===== src/rtl/mbs_pkg.sv =====
package mbs_pkg;
  typedef enum logic [2:0] {
    ST_IDLE,
    ST_WR_LO,
    ST_WR_HI,
    ST_RD_WAIT,
    ST_RD_LO,
    ST_RD_HI,
    ST_HOLD
  } bus_state_e;
endpackage


===== src/rtl/mbs_addr_decode.sv =====
module mbs_addr_decode #(
  parameter int HALF_W = 16,
  parameter int BLK_W  = 12,
  parameter int IDX_W  = 2,
  parameter logic [BLK_W-1:0] BLOCK_ID = 12'h321
) (
  input  logic [HALF_W-1:2]  addr_in,
  output logic               hit,
  output logic [IDX_W-1:0]   idx
);
  localparam int BLK_LO = HALF_W - BLK_W;

  always_comb begin
    hit = (addr_in[HALF_W-1:BLK_LO] == BLOCK_ID);
    idx = addr_in[IDX_W+1:2];
  end
endmodule


===== src/rtl/mbs_wr_pack.sv =====
module mbs_wr_pack #(
  parameter int HALF_W = 16
) (
  input  logic                  clk,
  input  logic                  rst,
  input  logic                  cap_lo,
  input  logic                  cap_hi,
  input  logic [HALF_W-1:0]     half_in,
  output logic [2*HALF_W-1:0]   word_out,
  output logic                  strobe
);
  logic [HALF_W-1:0] lo_q;

  always_ff @(posedge clk) begin
    if (rst) begin
      lo_q     <= '0;
      word_out <= '0;
      strobe   <= 1'b0;
    end else begin
      strobe <= 1'b0;
      if (cap_lo) lo_q <= half_in;
      if (cap_hi) begin
        word_out <= {half_in, lo_q};
        strobe   <= 1'b1;
      end
    end
  end
endmodule


===== src/rtl/mbs_rd_split.sv =====
module mbs_rd_split #(
  parameter int HALF_W = 16
) (
  input  logic                  clk,
  input  logic                  rst,
  input  logic                  load,
  input  logic                  advance,
  input  logic [2*HALF_W-1:0]   word_in,
  output logic [HALF_W-1:0]     half_out
);
  logic [HALF_W-1:0] hi_q;

  always_ff @(posedge clk) begin
    if (rst) begin
      hi_q     <= '0;
      half_out <= '0;
    end else if (load) begin
      hi_q     <= word_in[2*HALF_W-1:HALF_W];
      half_out <= word_in[HALF_W-1:0];
    end else if (advance) begin
      half_out <= hi_q;
    end
  end
endmodule


===== src/rtl/mux_bus_slave.sv =====
module mux_bus_slave
  import mbs_pkg::*;
#(
  parameter int HALF_W = 16,
  parameter int BLK_W  = 12,
  parameter int IDX_W  = 2,
  parameter logic [BLK_W-1:0] BLOCK_ID = 12'h321,
  parameter int RD_LAT = 2
) (
  input  logic                  clk,
  input  logic                  rst,
  input  logic                  bus_cs_n,
  input  logic                  bus_adv_n,
  input  logic                  bus_we_n,
  input  logic                  bus_oe_n,
  input  logic [HALF_W-1:0]     bus_ad_in,
  output logic [HALF_W-1:0]     bus_ad_out,
  output logic                  bus_ad_oe,
  output logic                  bus_wait_n,
  output logic [IDX_W-1:0]      reg_idx,
  output logic [2*HALF_W-1:0]   reg_wdata,
  output logic                  reg_wr,
  output logic                  reg_rd,
  input  logic [2*HALF_W-1:0]   reg_rdata
);
  localparam int WORD_W = 2 * HALF_W;
  localparam int CNT_W  = (RD_LAT < 2) ? 1 : $clog2(RD_LAT);
  localparam logic [CNT_W-1:0] CNT_LAST = CNT_W'(RD_LAT - 1);

  bus_state_e       state_q;
  logic [CNT_W-1:0] lat_q;
  logic             drive_q;
  logic             addr_hit;
  logic [IDX_W-1:0] addr_idx;
  logic             active;
  logic             rd_load;
  logic             rd_next;
  logic             wr_lo;
  logic             wr_hi;

  mbs_addr_decode #(
    .HALF_W(HALF_W), .BLK_W(BLK_W), .IDX_W(IDX_W), .BLOCK_ID(BLOCK_ID)
  ) u_dec (
    .addr_in (bus_ad_in[HALF_W-1:2]),
    .hit     (addr_hit),
    .idx     (addr_idx)
  );

  always_comb begin
    active  = !bus_cs_n;
    rd_load = active && (state_q == ST_RD_WAIT) && (lat_q == CNT_LAST);
    rd_next = active && (state_q == ST_RD_LO);
    wr_lo   = active && (state_q == ST_WR_LO);
    wr_hi   = active && (state_q == ST_WR_HI);
  end

  mbs_wr_pack #(.HALF_W(HALF_W)) u_wr (
    .clk      (clk),
    .rst      (rst),
    .cap_lo   (wr_lo),
    .cap_hi   (wr_hi),
    .half_in  (bus_ad_in),
    .word_out (reg_wdata),
    .strobe   (reg_wr)
  );

  mbs_rd_split #(.HALF_W(HALF_W)) u_rd (
    .clk      (clk),
    .rst      (rst),
    .load     (rd_load),
    .advance  (rd_next),
    .word_in  (reg_rdata[WORD_W-1:0]),
    .half_out (bus_ad_out)
  );

  always_ff @(posedge clk) begin
    if (rst) begin
      state_q    <= ST_IDLE;
      lat_q      <= '0;
      drive_q    <= 1'b0;
      bus_wait_n <= 1'b1;
      reg_rd     <= 1'b0;
      reg_idx    <= '0;
    end else begin
      reg_rd <= 1'b0;
      if (!active) begin
        state_q    <= ST_IDLE;
        drive_q    <= 1'b0;
        bus_wait_n <= 1'b1;
      end else begin
        case (state_q)
          ST_IDLE: begin
            if (!bus_adv_n) begin
              if (addr_hit) begin
                reg_idx <= addr_idx;
                if (!bus_we_n) begin
                  state_q <= ST_WR_LO;
                end else begin
                  state_q    <= ST_RD_WAIT;
                  reg_rd     <= 1'b1;
                  bus_wait_n <= 1'b0;
                  lat_q      <= '0;
                end
              end else begin
                state_q <= ST_HOLD;
              end
            end
          end
          ST_WR_LO:   state_q <= ST_WR_HI;
          ST_WR_HI:   state_q <= ST_HOLD;
          ST_RD_WAIT: begin
            if (lat_q == CNT_LAST) begin
              state_q    <= ST_RD_LO;
              bus_wait_n <= 1'b1;
              drive_q    <= 1'b1;
            end else begin
              lat_q <= lat_q + 1'b1;
            end
          end
          ST_RD_LO:   state_q <= ST_RD_HI;
          ST_RD_HI: begin
            state_q <= ST_HOLD;
            drive_q <= 1'b0;
          end
          default:    state_q <= ST_HOLD;
        endcase
      end
    end
  end

  assign bus_ad_oe = drive_q && !bus_oe_n && !bus_cs_n;
endmodule


===== config.mk =====
export PLATFORM = sky130hd
export DESIGN_NAME = mux_bus_slave
export DESIGN_NICKNAME = d
export VERILOG_FILES = /design/src/rtl/mbs_pkg.sv /design/src/rtl/mbs_addr_decode.sv /design/src/rtl/mbs_wr_pack.sv /design/src/rtl/mbs_rd_split.sv /design/src/rtl/mux_bus_slave.sv
export SDC_FILE = /design/constraint.sdc
export NUM_CORES = 1
export LEC_CHECK = 0
export ABC_AREA = 1
export BUFFER_PORTS_ARGS = -buffer_cell sky130_fd_sc_hd__buf_2
export CORE_ASPECT_RATIO = 1.1
export CORE_MARGIN = 1.5
export CORE_UTILIZATION = 40
export DETAILED_ROUTE_END_ITERATION = 16
export PLACE_DENSITY = 0.7
export SLEW_MARGIN = 20
export SYNTH_ARGS = -nofsm -noshare
export SYNTH_HDL_FRONTEND = slang
export SYNTH_SLANG_ARGS = --single-unit

===== constraint.sdc =====
create_clock -name clk -period 1.3 [get_ports clk]
set_clock_uncertainty 0.05 [all_clocks]
set_input_delay 0.26 -clock clk [delete_from_list [all_inputs] [get_ports clk]]
set_output_delay 0.26 -clock clk [all_outputs]
set_load 0.03 [all_outputs]

; ---- Word level (Yosys, flattened, before mapping)
; Index checks and enable logic that the tools add are counted.
[totals]
regBits = 90
latch_bits = 0
mem_bits_rw = 0
romBits = 0
in_bits = 54
mem_count = 0
[classes]
add_sub_neg = 1
n_mul = 0
n_div = 0
magnitude_cmp = 0
n_eq_ne = 10
shift = 0
muxes = 17
bitwise = 4
reduce_logical = 20
[op_table]
columns = op, n
row1 = $mux 16, 2
row2 = $eq 12x10->1 const B, 1
row3 = $pmux 3 s4, 1
row4 = $reduce_and 5->1, 2
row5 = $mux 3, 3
row6 = $ne 2x2->1 const B, 4
row7 = $logic_and 1x1->1, 7
row8 = $mux 1, 7
row9 = $eq 3x2->1 const B, 2
row10 = $eq 3x3->1 const B, 2
row11 = $pmux 1 s2, 3
row12 = $reduce_bool 2->1, 3
row13 = $reduce_or 5->1, 1
row14 = $not 1->1, 4
row15 = $reduce_and 2->1, 2
row16 = $reduce_and 4->1, 1
row17 = $eq 3x1->1 const B, 1
row18 = $logic_not 3->1, 1
row19 = $logic_not 1->1, 2
row20 = $mux 2, 1
row21 = $reduce_or 2->1, 1
row22 = $add 1x1->1 const B, 1

; ---- Depth between registers and ports, before layout
[depth]
ltp_word = 4
mapped_depth = 10

; ---- Cells and area by module
; From an unflattened synthesis, not the netlist that was laid out.
[hier_totals]
cells_unflattened = 573
area_unflattened_um2 = 3880.0
[by_module_without_submodules]
columns = mod, instances, cells_each, area_each_um2, seq_area_each_um2
row1 = mbs_wr_pack, 1, 291, 1964.4, 980.9
row2 = mbs_rd_split, 1, 192, 1365.1, 640.6
row3 = mux_bus_slave, 1, 73, 476.7, 180.2
row4 = mbs_addr_decode, 1, 17, 73.8, 0.0

; ---- Worst setup path after synthesis
; Ideal clock, no wire load.
[synth_path]
kind = flip-flop to flip-flop
from = register state_q[1]
to = register u_rd.half_out[1]
setup_ns = 0.066
arrival_time_ns = 1.180
required_ns = 1.184
path_slack_ns = 0.004
path_stages_with_launch = 8
path_buffers = 1
synth_period_minus_slack_ns = 1.296
path_cell_list = dfxtp_1 > nand3_2 > nor2_4 > nand2_4 > o21ai_2 > buf_4 > o21ai_1 > a21oi_2
[synth_via]
elab_chain_cells = 4
word_cells_on_any_way = 7
[synth_rtl]
columns = item, line
row1 = from (decl), mux_bus_slave.sv:30  ; bus_state_e state_q;
row2 = from (signal assigned), mux_bus_slave.sv:78  ; state_q <= ST_IDLE;
row3 = from (signal assigned), mux_bus_slave.sv:87  ; state_q <= ST_IDLE;
row4 = from (signal assigned), mux_bus_slave.sv:97  ; state_q <= ST_WR_LO;
row5 = $eq 3x2->1, mux_bus_slave.sv:51  ; rd_load = active && (state_q == ST_RD_WAIT) && (lat_q == CNT_LAST);
row6 = $logic_and 1x1->1 (2 in a row), mux_bus_slave.sv:51
row7 = $mux 16 or $reduce_bool 2->1 (tied branches), -
row8 = to (signal assigned), mbs_rd_split.sv:19  ; half_out <= word_in[HALF_W-1:0];
row9 = to (signal assigned), mbs_rd_split.sv:21  ; half_out <= hi_q;
row10 = to (decl), mbs_rd_split.sv:9  ; output logic [HALF_W-1:0] half_out
; Several ways; a longest one is shown, not always the timed one.
; A chain may end at the register's enable or synchronous reset.

; ---- Worst setup path after layout
[layout_path]
from = register state_q[2]
to = register u_rd.half_out[15]
; Same word-level chain as after synthesis.

==> flow_summary_export.csv <==
group,metric,value,unit
sta,fin_ws,-105,ps
die,die_y,102,µm
finish,seqCellArea,1810,µm²
yosys,synthTopCellsByArea,"dfxtp_1 51%, nand2_1 10%, nor2_1 8.4%",
sta,hold_viol,0,
sta,rsz0062_at_grt,"true",
outcome,violations,"setup timing",
worst_setup_path,worstSetupPathType,"reg -> reg",
sta,setup_viol,42,
job,drv_cap,0,
outcome,status,"complete, but fails checks",
sta,slew-limit-headroom,0.805,
sta,worst_pin_slew,293,ps
finish,nFillCells,775,
yosys,synth_nets,527,
clock_network,cts.path.max_buffers,2,
clock_network,cts.sinks,90,
worst_hold_path,hp-start,"bus_adv_n",
power_and_ir_drop,seqPwrFrac,0.509,
route,via_per_inst,4.76,
die,top_level_ports,108,
global_route,grt_pass1_wl,13.6,mm
power_and_ir_drop,p_int,4220,µW
worst_hold_path,holdPathStages,2,
finish,syn_to_final_growth,42.3,%
worst_setup_path,crit_fanout,7,
worst_hold_path,hold_path_class,"in -> reg",
finish,final_common_cell,"buf_2",
yosys,ys_types,24,
power_and_ir_drop,fin_total_pwr,5670,µW
die,start_util,0.417,
clock_network,cts_htree_levels,3,
route,drc_errors,0,
global_route,grt_pass1_vias,3015,
global_route,grt_max_degree,66,
finish,antenna_cells,0,
worst_setup_path,ff2ff_setup_slack,-100,ps
placed_design,port_buffers,107,
yosys,synthesis.area,3550,µm²
placed_design,dp_worst_setup_slack,-131,ps
route,drt_iter0_markers,109,
worst_setup_path,critical_path.startpoint_type,"flop",
worst_setup_path,critical_path.max_stage_delay,340,ps
finish,drive_above_1_share,0.390,
power_and_ir_drop,switching_share,0.255,
finish,multi_input_area,1600,µm²
yosys,synth_area_per_cell,7.50,µm²
worst_setup_path,crit_chain,"inv_4 -> nand3_4 -> nor2_4 -> nand2_4 -> inv_6 -> buf_12 -> nand2_1 -> and3_4 -> nor2_1",
finish,final_cell_mix,"106 x buf_2, 87 x nand2_1, 86 x dfxtp_1",
yosys,yosys.area.top_type,"dfxtp_1",
route,drt_first_pass_iters,4,
worst_setup_path,r2r_end,"u_rd.half_out[15]",
finish,fin_nets,668,
yosys,synth_warnings,0,
clock_network,cts_tree,"done",
sta,clock.fmax,712,MHz
worst_setup_path,reg2regPathDepth,9,
yosys,ys_ff_latch,90,
worst_setup_path,path_delay_family,"simple AND/OR/NAND/NOR gates",
global_route,grt_usage,0.183,
worst_setup_path,cp.arrival,1640,ps
worst_hold_path,min_to,"reg_rd",
power_and_ir_drop,p_clk_frac,0.351,
placed_design,gp_congestion,0.791,
power_and_ir_drop,power_density,1120,nW/µm²
worst_setup_path,r2r_start,"state_q[2]",
worst_setup_path,worstPathRequired,1540,ps
route,wl_per_cell,12.6,µm
yosys,ys_seq_area_frac,0.508,
route,route.vias.total,3468,
route,ant_nets,0,
global_route,grt-ovfl-total,0,
power_and_ir_drop,p_leak,0.00230,µW
die,die_area,9440,µm²
sta,finalCritPeriodShare,1.08,
clock_network,clk_latency,350,ps
sta,report.final.slew_viol_count,0,
worst_setup_path,crit_path_top_delay_cell,"dfxtp_2",
placed_design,dp_hpwl,6.05,mm
power_and_ir_drop,comb_power_share,0.139,
global_route,antenna_found_initial,0,
clock_network,cts_inserted_buffers,9,
yosys,synthDominantCellAreaShare,0.508,
worst_setup_path,cp.depth,9,
yosys,synthCells,473,
sta,fin_crit,1400,ps
route,wl,9.19,mm
clock_network,clk_pin_slew,80,ps
die,fp-row-count,35,
worst_setup_path,worst-path-buf-inv,3,
clock_network,cts_root_buf,"clkbuf_8",
power_and_ir_drop,ir_worst_vdd,501,µV
finish,final_util,0.594,
die,fp.coreArea,8500,µm²
die,dieWidth,92.8,µm
worst_setup_path,end_kind,"flop",
power_and_ir_drop,p_sw,1450,µW
-- sequential cells by signal (all words and copies together) (netlist names) --
name           count
u_wr.word_out     32
u_rd.half_out     16
u_rd.hi_q         16
u_wr.lo_q         16
state_q            3
reg_idx            2
bus_wait_n         1
drive_q            1
lat_q              1
reg_rd             1
u_wr.strobe        1
-- layout make-up --
type | instances | area share
sequential | 90 | 0.359
multi-input combinational | 315 | 0.318
timing repair buffer | 154 | 0.221
inverter | 44 | 0.0357
tap | 111 | 0.0275
clock buffer | 12 | 0.0268
clock inverter | 3 | 0.0129
-- per-layer routing --
metal  GRT usage  wire [µm]  up-vias
met1       0.223       4050     1554
met5           0          0        -
met4      0.0629        130        0
met3      0.0495        539       14
met2       0.312       4460      108
li1            -          -     1792
-- metrics by stage --
stage          TNS, ps  cell area (µm²)  hold WS, ps  std cells
3_3_place_gp     -1480             4410          390        698
3_5_place_dp     -2120             4410          399        698
6_report         -1570             5050         74.5        729
2_1_floorplan        0             3550          288        473
5_1_grt          -6730             5050         61.4        729
4_1_cts          -1490             4680         54.9        716
-- how the worst max path moves through the flow --
stage | from | endpoint | slack, ps
after detailed placement | bus_ad_in[8] | reg_idx[0] | -130
after global routing | state_q[2] | u_rd.half_out[15] | -170
after global placement | bus_ad_in[8] | reg_idx[0] | -90
final | state_q[2] | u_rd.half_out[15] | -100
after floorplan | state_q[1] | u_rd.half_out[1] | 4
after CTS | state_q[0] | u_rd.half_out[11] | -100
-- cells by family (layout without fill, tap and decap cells) --
logic type	after synthesis	in the layout	share of synthesized area
AOI/OAI and AO/OA	122	122	0.188
buffers and inverters	68	213	0.0854
DFF	90	90	0.508
and+or+nand+nor	193	193	0.218
-- what timing repair did --
item                                    CTS  global route
pin swaps                                 1            19
setup buffers                             2             7
gates cloned                              1             6
resized for setup                         9            73
hold buffers                              0             0
endpoints found under the setup margin   60            87
-- cell usage after synthesis (all sizes together) --
master  count
nand2      98
buf        14
o21ai      66
nor2       81
dfxtp      90
nand4       1
and3        1
nand3      11
nor4        1
inv        44
clkbuf     10
a21oi      55
a31oi       1
-- power groups by stage --
stage	logic [µW]	registers, µW	clock network (µW)
2_1_floorplan	267	3090	0
5_1_grt	861	2900	2160
4_1_cts	725	2880	2040
3_5_place_dp	701	2950	0
6_report	791	2890	1990
3_3_place_gp	691	2950	0
(Power assumes the default switching activity.)
